<file path="config.mk">
export PLATFORM = sky130hd
export DESIGN_NAME = dual_mask_intc
export DESIGN_NICKNAME = d
export VERILOG_FILES = /design/src/rtl/intc_pkg.sv /design/src/rtl/intc_setclr_reg.sv /design/src/rtl/intc_ctrl.sv /design/src/rtl/intc_datapath.sv /design/src/rtl/dual_mask_intc.sv
export SDC_FILE = /design/constraint.sdc
export NUM_CORES = 1
export LEC_CHECK = 0
export BUFFER_PORTS_ARGS = -buffer_cell sky130_fd_sc_hd__clkbuf_2
export CAP_MARGIN = 20
export CORE_MARGIN = 2
export CORE_UTILIZATION = 24
export DETAILED_ROUTE_END_ITERATION = 6
export GPL_TIMING_DRIVEN = 0
export PLACE_DENSITY = 0.39
export REMOVE_ABC_BUFFERS = 1
export SLEW_MARGIN = 20
export SYNTH_ARGS = -nofsm -noshare
export SYNTH_HDL_FRONTEND = slang
export SYNTH_SLANG_ARGS = --single-unit
export TNS_END_PERCENT = 10
</file>
<file path="constraint.sdc">
create_clock -name clk -period 3.6 [get_ports clk]
set_input_delay 0.9 -clock clk [delete_from_list [all_inputs] [get_ports clk]]
set_output_delay 0.9 -clock clk [all_outputs]
set_load 0.005 [all_outputs]
</file>
<file path="src/rtl/intc_pkg.sv">
package intc_pkg;

  localparam logic [7:0] OFF_IRQ_STAT = 8'h00;
  localparam logic [7:0] OFF_IRQ_RAW  = 8'h04;
  localparam logic [7:0] OFF_IRQ_ESET = 8'h08;
  localparam logic [7:0] OFF_IRQ_ECLR = 8'h0C;
  localparam logic [7:0] OFF_SW_SET   = 8'h10;
  localparam logic [7:0] OFF_SW_CLR   = 8'h14;
  localparam logic [7:0] OFF_FIQ_STAT = 8'h20;
  localparam logic [7:0] OFF_FIQ_RAW  = 8'h24;
  localparam logic [7:0] OFF_FIQ_ESET = 8'h28;
  localparam logic [7:0] OFF_FIQ_ECLR = 8'h2C;

  typedef struct packed {
    logic irqEnSet;
    logic irqEnClr;
    logic fiqEnSet;
    logic fiqEnClr;
    logic swSet;
    logic swClr;
  } wrStrobe_t;

  typedef enum logic [2:0] {
    SEL_ZERO,
    SEL_IRQ_STAT,
    SEL_RAW,
    SEL_IRQ_EN,
    SEL_SW,
    SEL_FIQ_STAT,
    SEL_FIQ_EN
  } rdSel_t;

endpackage

</file>
<file path="src/rtl/intc_setclr_reg.sv">
module intc_setclr_reg #(
  parameter int W = 32
) (
  input  logic         clk,
  input  logic         rstN,
  input  logic         setStb,
  input  logic         clrStb,
  input  logic [W-1:0] bitsIn,
  output logic [W-1:0] q
);

  always_ff @(posedge clk) begin
    if (!rstN) begin
      q <= '0;
    end else if (setStb) begin
      q <= q | bitsIn;
    end else if (clrStb) begin
      q <= q & ~bitsIn;
    end
  end

  // set port turns on every written 1
  set_bits_on_chk: assert property (@(posedge clk) disable iff (!rstN)
    setStb |=> ((q & $past(bitsIn)) == $past(bitsIn)));

  // clear port turns off every written 1
  clr_bits_off_chk: assert property (@(posedge clk) disable iff (!rstN)
    (clrStb && !setStb) |=> ((q & $past(bitsIn)) == '0));

  // bits written as 0 keep their value
  other_bits_kept_chk: assert property (@(posedge clk) disable iff (!rstN)
    (setStb || clrStb) |=> ((q & ~$past(bitsIn)) == ($past(q) & ~$past(bitsIn))));

  // no strobe leaves the register alone
  idle_stable_chk: assert property (@(posedge clk) disable iff (!rstN)
    (!setStb && !clrStb) |=> $stable(q));

endmodule

</file>
<file path="src/rtl/intc_ctrl.sv">
module intc_ctrl
  import intc_pkg::*;
#(
  parameter int ADDR_W = 8
) (
  input  logic              clk,
  input  logic              rstN,
  input  logic [ADDR_W-1:0] addr,
  input  logic              wrEn,
  output wrStrobe_t         stb,
  output rdSel_t            rdSel
);

  always_comb begin
    stb = '0;
    if (wrEn) begin
      stb.irqEnSet = (addr == ADDR_W'(OFF_IRQ_ESET));
      stb.irqEnClr = (addr == ADDR_W'(OFF_IRQ_ECLR));
      stb.fiqEnSet = (addr == ADDR_W'(OFF_FIQ_ESET));
      stb.fiqEnClr = (addr == ADDR_W'(OFF_FIQ_ECLR));
      stb.swSet    = (addr == ADDR_W'(OFF_SW_SET));
      stb.swClr    = (addr == ADDR_W'(OFF_SW_CLR));
    end
  end

  always_comb begin
    if (addr == ADDR_W'(OFF_IRQ_STAT))      rdSel = SEL_IRQ_STAT;
    else if (addr == ADDR_W'(OFF_IRQ_RAW))  rdSel = SEL_RAW;
    else if (addr == ADDR_W'(OFF_FIQ_RAW))  rdSel = SEL_RAW;
    else if (addr == ADDR_W'(OFF_IRQ_ESET)) rdSel = SEL_IRQ_EN;
    else if (addr == ADDR_W'(OFF_SW_SET))   rdSel = SEL_SW;
    else if (addr == ADDR_W'(OFF_FIQ_STAT)) rdSel = SEL_FIQ_STAT;
    else if (addr == ADDR_W'(OFF_FIQ_ESET)) rdSel = SEL_FIQ_EN;
    else                                    rdSel = SEL_ZERO;
  end

  // at most one register is written per cycle
  one_strobe_chk: assert property (@(posedge clk) disable iff (!rstN)
    $onehot0(stb));

  // no strobe without a bus write
  no_wr_no_strobe_chk: assert property (@(posedge clk) disable iff (!rstN)
    !wrEn |-> (stb == '0));

endmodule

</file>
<file path="src/rtl/intc_datapath.sv">
module intc_datapath
  import intc_pkg::*;
#(
  parameter int NUM_SRC = 32,
  parameter int DATA_W  = 32
) (
  input  logic              clk,
  input  logic              rstN,
  input  wrStrobe_t         stb,
  input  rdSel_t            rdSel,
  input  logic [DATA_W-1:0] wrData,
  input  logic [NUM_SRC-1:0] srcIn,
  output logic [DATA_W-1:0] rdData,
  output logic              irqOut,
  output logic              fiqOut
);

  logic [NUM_SRC-1:0] wrBits;
  logic [NUM_SRC-1:0] irqEnQ;
  logic [NUM_SRC-1:0] fiqEnQ;
  logic [NUM_SRC-1:0] swQ;
  logic [NUM_SRC-1:0] rawVec;
  logic [NUM_SRC-1:0] irqStat;
  logic [NUM_SRC-1:0] fiqStat;

  assign wrBits = wrData[NUM_SRC-1:0];

  intc_setclr_reg #(.W(NUM_SRC)) i_irqEn (
    .clk(clk), .rstN(rstN), .setStb(stb.irqEnSet), .clrStb(stb.irqEnClr),
    .bitsIn(wrBits), .q(irqEnQ));

  intc_setclr_reg #(.W(NUM_SRC)) i_fiqEn (
    .clk(clk), .rstN(rstN), .setStb(stb.fiqEnSet), .clrStb(stb.fiqEnClr),
    .bitsIn(wrBits), .q(fiqEnQ));

  intc_setclr_reg #(.W(NUM_SRC)) i_swLatch (
    .clk(clk), .rstN(rstN), .setStb(stb.swSet), .clrStb(stb.swClr),
    .bitsIn(wrBits), .q(swQ));

  assign rawVec  = srcIn | swQ;
  assign irqStat = rawVec & irqEnQ;
  assign fiqStat = rawVec & fiqEnQ;

  always_ff @(posedge clk) begin
    if (!rstN) begin
      irqOut <= 1'b0;
      fiqOut <= 1'b0;
    end else begin
      irqOut <= |irqStat;
      fiqOut <= |fiqStat;
    end
  end

  function automatic logic [DATA_W-1:0] widen(input logic [NUM_SRC-1:0] v);
    logic [DATA_W-1:0] r;
    r = '0;
    r[NUM_SRC-1:0] = v;
    return r;
  endfunction

  always_comb begin
    case (rdSel)
      SEL_IRQ_STAT: rdData = widen(irqStat);
      SEL_RAW:      rdData = widen(rawVec);
      SEL_IRQ_EN:   rdData = widen(irqEnQ);
      SEL_SW:       rdData = widen(swQ);
      SEL_FIQ_STAT: rdData = widen(fiqStat);
      SEL_FIQ_EN:   rdData = widen(fiqEnQ);
      default:      rdData = '0;
    endcase
  end

  // an empty normal mask gives no normal request on the next edge
  irq_mask_empty_chk: assert property (@(posedge clk) disable iff (!rstN)
    (irqEnQ == '0) |=> !irqOut);

  // an empty fast mask gives no fast request on the next edge
  fiq_mask_empty_chk: assert property (@(posedge clk) disable iff (!rstN)
    (fiqEnQ == '0) |=> !fiqOut);

  // an enabled high source keeps the normal request up
  irq_level_hold_chk: assert property (@(posedge clk) disable iff (!rstN)
    ((srcIn & irqEnQ) != '0) |=> irqOut);

  // an enabled high source keeps the fast request up
  fiq_level_hold_chk: assert property (@(posedge clk) disable iff (!rstN)
    ((srcIn & fiqEnQ) != '0) |=> fiqOut);

  // an injected bit that is enabled raises the request
  sw_inject_chk: assert property (@(posedge clk) disable iff (!rstN)
    ((swQ & (irqEnQ | fiqEnQ)) != '0) |=> (irqOut || fiqOut));

endmodule

</file>
<file path="src/rtl/dual_mask_intc.sv">
module dual_mask_intc
  import intc_pkg::*;
#(
  parameter int NUM_SRC = 32,
  parameter int DATA_W  = 32,
  parameter int ADDR_W  = 8
) (
  input  logic               clk,
  input  logic               rstN,
  input  logic [ADDR_W-1:0]  addr,
  input  logic               wrEn,
  input  logic [DATA_W-1:0]  wrData,
  output logic [DATA_W-1:0]  rdData,
  input  logic [NUM_SRC-1:0] srcIn,
  output logic               irqOut,
  output logic               fiqOut
);

  wrStrobe_t stb;
  rdSel_t    rdSel;

  intc_ctrl #(.ADDR_W(ADDR_W)) i_ctrl (
    .clk(clk), .rstN(rstN), .addr(addr), .wrEn(wrEn),
    .stb(stb), .rdSel(rdSel));

  intc_datapath #(.NUM_SRC(NUM_SRC), .DATA_W(DATA_W)) i_dp (
    .clk(clk), .rstN(rstN), .stb(stb), .rdSel(rdSel), .wrData(wrData),
    .srcIn(srcIn), .rdData(rdData), .irqOut(irqOut), .fiqOut(fiqOut));

  // requests are low in the cycle after reset
  reset_quiet_chk: assert property (@(posedge clk)
    !rstN |=> (!irqOut && !fiqOut));

endmodule

</file>
==> impl_metrics.ini, run 1 <==
[final_layout]
drive_gt1_share_pct = 31.72
antenna-diode-count = 0
design_area_um2 = 7553
nNetsFinal = 896
postLayoutCoreUtil_pct = 31.99
area.growth.synth_to_final_pct = 30.33

[detailed_routing]
dr.first_iter.drc_count = 296
drt.antenna.violating_nets = 0
detailroute.via_count = 5845
drt-vias-per-instance = 5.105
finalWirelength_mm = 22.76
detail_route.first_pass.iterations = 5
routed_wire_length_per_instance_um = 19.88
post_detailed_route_drc_marker_count = 0

[synth]
synth.distinct_cells = 35
yosys.area.top_type_share_pct = 33.85
syn_avg_cell_area_um2 = 8.197
fraction_of_the_yosys_area_taken_by_sequential_cells_pct = 33.85
synthDominantAreaCellType = dfxtp_1
synth_enable_flop_cells = 0
synth_commonest_cells = nand2_1, dfxtp_1, a21oi_1
syn-instance-count = 707
post_synthesis_cell_area_um2 = 5796
synthMostInstantiatedCell = nand2_1
synth_warnings = 0
asyncSetResetFlopFracSynth_pct = 0
yosys_most_used_dff = dfxtp_1
dominant_cells_by_area_after_synthesis = dfxtp_1, mux2i_1, nand2_1
synth.ff_latch_count = 98

[place]
routabilityCongestion = 0.7057
io_buffers = 108
place.detailed.hpwl_mm = 15.60
preCtsSetupSlack_ns = -1.015
placedInstanceArea_um2 = 6874

[worst_hold_path]
worst_hold_path_type = flop to flop
worst_hold_path.num_cells = 2

[die]
core_area_um2 = 23610
chipWidth_um = 159.4
die_h_um = 159.4
rows = 56
design.die.area_um2 = 25410
initial_util_pct = 24.54
design.portCount = 109

[sta]
relative_slew_margins_pct = 46.43
report.final.setup_viol = 0
slew_violations = 0
finalHoldViolCount = 0
timing.final.crit_period_ns = 3.584
finalCritPeriodShare_pct = 99.54
timing.fmax_ghz = 0.2791
tightestPinTransition_ns = 0.7976
grt_setup_unrepaired = yes
timing.final.ws_setup_ns = 0.01645
finClkSkew_ns = 0.01226
setup_tns_ns = 0

[power]
sw_frac_of_total_pct = 24.83
power.static_leakage_uw = 0.003033
power.density_nw_per_um2 = 314.9
p_clk_share_pct = 44.7
internal-power_uw = 1788
worst_ir_drop_on_vdd_mv = 0.1543
total_switching_power_uw = 590.7
p_comb_share_pct = 9.6
p_seq_share_pct = 45.6

[critical_path]
path_class = input port to output pin
reg2regPathDepth = 4
critPathCaptureType = output pin
critical_path.max_fanout = 6
required_ns = 2.70
worst_ep_arrival_time_ns = 2.68
timing.critical_path.from_type = input port

[clock_network]
clock_tree.htree_level_count = 3
clock_tree_from_tritoncts = yes
cts_max_path_buffers = 2
clock_pin_transition_on_the_worst_setup_and_hold_timing_paths_ns = 0.07
cts_bufs_inserted = 9
clock_sink_count = 98
cts_root_buffer = clkbuf_16
clk-insertion-delay-late_ns = 0.35

[global_route]
global_route_congestion_overflow_total = 0
grt_start_max_net_pins = 42
initial_antenna_violation_count = 0
grt_pass1_wl_mm = 34.86
via_count_of_the_first_global_routing_pass = 5660
gr-usage-all-layers_pct = 17.67

[run_status]
status = completed

[flow_run]
drv.max_cap_violation_count = 0
## routing by layer
| layer | global-route usage [%] | vias up | part of all wire (%) |
|---|---|---|---|
| met5 | 0 | - | 0 |
| met4 | 4.174 | 0 | 0.89 |
| met3 | 2.240 | 12 | 3.5 |
| met2 | 28.28 | 130 | 46 |
| met1 | 25.20 | 2830 | 49 |
| li1 | - | 2873 | - |
## cell type report
cell class	count	area [um2]
Clock inverter	5	78.83
Fill cell	2520	16060
Sequential cell	98	1962
Multi-Input combinational cell	552	3756
Timing Repair Buffer	156	1109
Clock buffer	11	232.7
Inverter	4	16.27
Tap cell	319	399.1
## worst max-delay path, cell delays in order
cell and delay, ns:
clkbuf_16 0.14, or3b_4 0.41, a2111oi_4 0.41, buf_6 0.18
buf_8 0.12, buf_12 0.12, o221ai_2 0.10, a21oi_2 0.17
clkbuf_2 0.13
## cell families (layout without fill, tap and decap cells)
logic type | after synthesis | count (layout) | share of synthesized area [%]
flops | 98 | 98 | 33.85
compound gates | 228 | 228 | 26.30
mux | 95 | 95 | 17.06
simple gates | 229 | 229 | 18.33
buf+inv | 57 | 176 | 4.469
## power by group through the flow
stage	registers, uW	clock network (uW)	logic [uW]
2_1_floorplan	1110	0	59.3
3_3_place_gp	1110	0	191
3_5_place_dp	1110	0	205
4_1_cts	1080	1090	221
5_1_grt	1090	1130	247
6_report	1090	1060	229
## placed cells by master (no fill, tap or decap), types with 11 or more instances in the layout
| master | instances |
|---|---|
| mux2i_1 | 65 |
| dfxtp_1 | 98 |
| o31a_1 | 30 |
| o21ai_0 | 65 |
| nand2_1 | 160 |
| buf_4 | 23 |
| mux2_2 | 30 |
| clkbuf_2 | 96 |
| clkbuf_16 | 11 |
| a21oi_1 | 56 |
| a311oi_1 | 32 |
| o221ai_1 | 22 |
| buf_6 | 12 |
| or2_2 | 31 |
| nand4_1 | 16 |
## path summary, 6_finish.rpt
check,end,slack [ns],start
worst min-delay path,flop,0.47,flop
worst max register to register,i_dp.fiqOut,1.96,flop
worst max-delay path,rdData[28],0.02,addr[2]
worst min register to register,flop,0.47,flop
## through the flow
stage | cells | hold WS [ns] | power [uW]
floorplan | 654 | 0.4445 | 1170
global placement | 1081 | 0.4613 | 1301
detailed placement | 1110 | 0.4592 | 1316
CTS | 1138 | 0.4757 | 2398
global route | 1145 | 0.4836 | 2462
finish | 1145 | 0.4710 | 2379
## timing repair
item / 4_1_cts / 5_1_grt
hold buffers: 0 / 0
setup endpoints to repair: 31 / 22
cloned: 2 / 1
setup buffers: 12 / 6
resized for setup: 23 / 25
pin swaps: 7 / 18
Power figures use the tool's default switching activity.
==> run 2, diff against run 1 <==
--- a/config.mk
+++ b/config.mk
@@ -7,7 +7,6 @@
 export LEC_CHECK = 0
 export BUFFER_PORTS_ARGS = -buffer_cell sky130_fd_sc_hd__clkbuf_2
 export CAP_MARGIN = 20
-export CORE_MARGIN = 2
 export CORE_UTILIZATION = 24
 export DETAILED_ROUTE_END_ITERATION = 6
 export GPL_TIMING_DRIVEN = 0
==> run 2 against run 1 <==
Net effect:
- the run now ends with setup timing left
- setup slack worse by 0.068 ns
- sequential share of layout area fell by 0.46 points
- utilization increased by 0.67 points
- sequential power hardly changed
- wire length up 5.1%
- fmax down 1.9%
- combinational power rose by 5%
- global-route usage up 1.8 points
==> impl_metrics.ini, run 2 (same netlist as run 1, synthesis figures left out) <==
[run_status]
status = finished with violations
violations = setup timing

[sta]
fin_hold_ws_ns = 0.4739
finalCritPeriodShare_pct = 101.4
finalHoldViolCount = 0
finClkSkew_ns = 0.008265
timing.final.ws_setup_ns = -0.05148
report.final.setup_viol = 9
slew_violations = 0
relative_slew_margins_pct = 51.11
grt_setup_unrepaired = yes
setup_tns_ns = -0.1661
tightestPinTransition_ns = 0.7325
timing.fmax_ghz = 0.2739
timing.final.crit_period_ns = 3.651

[die]
core_area_um2 = 23540
rows = 56
initial_util_pct = 24.62
design.die.area_um2 = 24770
chipWidth_um = 157.4
design.portCount = 109
die_h_um = 157.4

[final_layout]
area.growth.synth_to_final_pct = 32.69
drive_gt1_share_pct = 32.77
nNetsFinal = 900
final_common_cell = nand2_1
final_cell_mix = nand2_1, dfxtp_1, clkbuf_2
nFillCells = 2525

[critical_path]
required_ns = 2.70
worst-path-buf-inv = 4
critical_path.max_fanout = 9
path_class = input port to output pin
timing.critical_path.from_type = input port
crit-reg2reg-capture = i_dp.fiqOut
crit_path_max_incr_delay_ns = 0.45
critical-path-top-delay-family = compound AO/OA/AOI/OAI gates
reg2regPathDepth = 4
crit_chain = clkbuf_16 -> or3b_4 -> a2111oi_4 -> buf_6 -> buf_8 -> o221ai_1 -> a21oi_2 -> clkbuf_2
crit_slowest_cell = a2111oi_4
critPathCaptureType = output pin
reg2reg_setup_slack_ns = 1.88
worst_ep_arrival_time_ns = 2.75

[global_route]
grt_start_max_net_pins = 43
gr-usage-all-layers_pct = 19.45
grt.met3_usage_pct = 2.450
initial_antenna_violation_count = 1
global_route_congestion_overflow_total = 0
busiest_layer = met2
grt_pass1_wl_mm = 35.22
met1_track_utilization_from_global_routing_pct = 27.89
use_met2_pct = 29.86
via_count_of_the_first_global_routing_pass = 5594

[power]
power.static_leakage_uw = 0.003100
design_power_total_uw = 2353
worst_ir_drop_on_vdd_mv = 0.1526
power.density_nw_per_um2 = 306.0

[flow_run]
drv.max_cap_violation_count = 0

[place]
preCtsSetupSlack_ns = -0.9357
routabilityCongestion = 0.7599
place.detailed.hpwl_mm = 15.31
io_buffers = 108

[detailed_routing]
drt.antenna.violating_nets = 0
detail_route.first_pass.iterations = 5
routed_wire_length_per_instance_um = 20.81
finalWirelength_mm = 23.93
drt-vias-per-instance = 5.150
post_detailed_route_drc_marker_count = 0
detailroute.via_count = 5923
dr.first_iter.drc_count = 439

[clock_network]
clk-insertion-delay-late_ns = 0.35
cts_bufs_inserted = 9
clock_pin_transition_on_the_worst_setup_and_hold_timing_paths_ns = 0.06
clock_tree_from_tritoncts = yes
cts_root_buffer = clkbuf_16
cts_max_path_buffers = 2
clock_tree.htree_level_count = 3
clock_sink_count = 98

[worst_hold_path]
worst_hold_path.num_cells = 2
worst_hold_path_type = flop to flop
-- run 2: cell types whose count changed in the layout (fill, tap and decap cells not counted), sizes merged --
cell    change
buf         +3
bufbuf      +2
bufinv      -1
clkbuf      +2
clkinv      -2
diode       +1
-- run 2: how the worst max path moves through the flow --
| stage | from | depth (start not counted) | endpoint | slack (ns) |
|---|---|---|---|---|
| floorplan | addr[6] | 4 | rdData[6] | -1.54 |
| global placement | addr[6] | 6 | rdData[6] | -5.68 |
| detailed placement | addr[5] | 8 | rdData[2] | -0.94 |
| CTS | addr[2] | 10 | rdData[9] | -0.06 |
| global route | addr[2] | 9 | rdData[27] | -0.09 |
| finish | addr[2] | 8 | rdData[2] | -0.05 |
-- run 2: worst register-to-register path: stages, from the launching register on --
cell,delay [ns]
dfxtp_1,0.36
o21ai_0,0.42
nand4_1,0.15
nor4_1,0.53
a21oi_1,0.12
-- run 2: cell type report --
class | instances | area [um2] | area share (%)
inverter | 4 | 16.27 | 0.2115
tap | 319 | 399.1 | 5.190
timing repair buffer | 160 | 1220 | 15.86
multi-input combinational | 552 | 3791 | 49.30
sequential | 98 | 1962 | 25.51
antenna | 1 | 2.502 | 0.03254
clock inverter | 2 | 35.03 | 0.4556
clock buffer | 14 | 264.0 | 3.433
-- run 2: what timing repair did --
item                                    CTS  global route
endpoints found under the setup margin   31            31
hold buffers                              0             0
setup buffers                            14             5
resized for setup                        31            38
cloned                                    5             2
pin swaps                                18            15
-- run 2: report_power, final --
group | switching (uW) | internal [uW] | total [uW]
sequential | 1.26 | 1080 | 1090
clock | 449 | 579 | 1030
combinational | 140 | 101 | 241
total | 590 | 1760 | 2350
-- run 2: metal layers --
metal  vias up  routed length, um
met3        22                813
met1      2900              12100
met5         -                  0
met4         0                371
met2       124              10640
li1       2877                  -
-- run 2: stage by stage --
step                util, %  instances  cell area [um2]
CTS                   32.01       1144             7536
finish                32.66       1150             7690
global placement      27.57       1081             6491
global route          32.66       1150             7690
floorplan                 -        654             5552
detailed placement    29.06       1109             6842
==> run 3, diff against run 2 <==
--- a/config.mk
+++ b/config.mk
@@ -5,15 +5,14 @@
 export SDC_FILE = /design/constraint.sdc
 export NUM_CORES = 1
 export LEC_CHECK = 0
-export BUFFER_PORTS_ARGS = -buffer_cell sky130_fd_sc_hd__clkbuf_2
 export CAP_MARGIN = 20
 export CORE_UTILIZATION = 24
 export DETAILED_ROUTE_END_ITERATION = 6
+export DONT_BUFFER_PORTS = 1
 export GPL_TIMING_DRIVEN = 0
-export PLACE_DENSITY = 0.39
+export PLACE_DENSITY = 0.35
 export REMOVE_ABC_BUFFERS = 1
 export SLEW_MARGIN = 20
 export SYNTH_ARGS = -nofsm -noshare
 export SYNTH_HDL_FRONTEND = slang
 export SYNTH_SLANG_ARGS = --single-unit
-export TNS_END_PERCENT = 10
==> run 3 against run 2 <==
Net effect:
- the run now ends clean
- non-clock buffer count fell by 130
- flip-flop and latch count is the same
- sequential power is essentially flat
- clock power is 9.5% lower
- fmax is 3.6% higher
- utilization is 4.5 points lower
- combinational power is 63% lower
- largest power group unchanged
- first-iteration DRC count shrank 18%
- global-route usage down 1.1 points
- via count down 6.7%
- critical endpoint unchanged
- clock skew decreased by 0.0032 ns
==> impl_metrics.ini, run 3 (same netlist as run 1, synthesis figures left out) <==
[final_layout]
nFillCells = 2565
final_common_cell = nand2_1
design_area_um2 = 6631
antenna-diode-count = 0
area.growth.synth_to_final_pct = 14.42
final_cell_mix = nand2_1, dfxtp_1, o21ai_0, mux2i_1, a21oi_1
instances_no_fill = 1019
drive_gt1_share_pct = 17.29
nNetsFinal = 770

[global_route]
gr-usage-all-layers_pct = 18.35
global_route_congestion_overflow_total = 0
initial_antenna_violation_count = 0
met1_track_utilization_from_global_routing_pct = 21.82
via_count_of_the_first_global_routing_pass = 5330
grt.met3_usage_pct = 4.268
grt_pass1_wl_mm = 33.24
use_met2_pct = 31.56
busiest_layer = met2
grt_start_max_net_pins = 70

[sta]
timing.final.crit_period_ns = 3.524
finalHoldViolCount = 0
finClkSkew_ns = 0.005051
relative_slew_margins_pct = 50.75
finalCritPeriodShare_pct = 97.88
timing.fmax_ghz = 0.2838
slew_violations = 0
report.final.setup_viol = 0
grt_setup_unrepaired = no
tightestPinTransition_ns = 0.7332

[clock_network]
clock_tree_from_tritoncts = yes
clock_pin_transition_on_the_worst_setup_and_hold_timing_paths_ns = 0.06
cts_bufs_inserted = 9
cts_root_buffer = clkbuf_16
clk-insertion-delay-late_ns = 0.35
cts_max_path_buffers = 2
clock_sink_count = 98
cts-hold-fix-buffers = 0
clock_tree.htree_level_count = 3

[die]
core_area_um2 = 23540
die_h_um = 157.4
initial_util_pct = 24.62
rows = 56
design.portCount = 109
chipWidth_um = 157.4
design.die.area_um2 = 24770

[detailed_routing]
finalWirelength_mm = 22.40
post_detailed_route_drc_marker_count = 0
drt-vias-per-instance = 5.422
routed_wire_length_per_instance_um = 21.98
detailroute.via_count = 5525
drt.antenna.violating_nets = 0
detail_route.first_pass.iterations = 4
dr.first_iter.drc_count = 360

[place]
routabilityCongestion = 0.8016
place.detailed.hpwl_mm = 15.98
placedInstanceArea_um2 = 6299
numPlacedInstances = 1001
io_buffers = 0

[critical_path]
path_class = input port to output pin
worst_ep_arrival_time_ns = 2.62
crit_chain = or3b_1 -> a2111oi_4 -> buf_6 -> buf_6 -> buf_4 -> o221ai_1 -> a21oi_2
crit_top_cell = buf_6
timing.critical_path.from_type = input port
crit_path_max_incr_delay_ns = 0.41
critPathCaptureType = output pin
worst_setup_path_startpoint = addr[2]
required_ns = 2.70
critical_path.max_fanout = 69
crit_slowest_cell = or3b_1

[power]
power.density_nw_per_um2 = 317.5
power.static_leakage_uw = 0.002404
worst_ir_drop_on_vdd_mv = 0.1849

[run_status]
status = completed

[worst_hold_path]
worst_hold_path_type = flop to flop

[flow_run]
drv.max_cap_violation_count = 0
[run 3: timing repair]
action / in CTS / in global routing
buffers inserted: 2 / 1
gates resized for setup: 8 / 2
endpoints found under the setup margin: 20 / 10
pin swaps: 2 / 2
gates cloned: 0 / 0
endpoints found under the hold margin: 0 / 0
[run 3: worst paths after layout]
kind                                    end  slack, ns  cells past startpoint
worst min register to register         flop       0.47                      2
worst max register to register  i_dp.fiqOut       1.97                      4
worst max-delay path              rdData[2]       0.08                      7
worst min-delay path                   flop       0.47                      2
[run 3: per-stage QoR]
stage	power, uW	setup slack (ns)	TNS [ns]	hold WS, ns	util, %
floorplan	1170	-1.536	-45.36	0.4445	-
global placement	1185	-5.699	-331.59	0.4528	25.28
detailed placement	1197	-0.5182	-5.146	0.4636	26.75
CTS	2141	0.008562	0	0.4751	28.10
global route	2194	0.001987	0	0.4907	28.17
finish	2106	0.07622	0	0.4745	28.17
[run 3: power by group]
part / switching [uW] / leakage [uW] / total, uW / internal (uW)
combinational: 42.3 / 0.00148 / 88.0 / 45.7
sequential: 1.23 / 0.000789 / 1090 / 1080
clock: 447 / 0.000131 / 932 / 485
[run 3: area by class of cell]
cell class | instances | area [um2] | share of cell area (%)
clock buffers | 11 | 242.7 | 3.660
flip-flops and latches | 98 | 1962 | 29.58
multi-input cells | 552 | 3661 | 55.21
repair buffers | 30 | 320.3 | 4.830
inverters | 4 | 16.27 | 0.2453
clock inverters | 5 | 30.03 | 0.4528
well taps | 319 | 399.1 | 6.019
[run 3: metal layers]
metal / vias up / routed length (um)
li1: 2608 / -
met1: 2743 / 9589
met2: 144 / 10990
met3: 30 / 1265
met4: 0 / 553
met5: - / 0
[run 3: worst max-delay path, delay by kind of cell]
kind | cells | cell delay, ns
compound gates | 3 | 0.77
buf+inv | 3 | 0.51
simple gates | 1 | 0.41
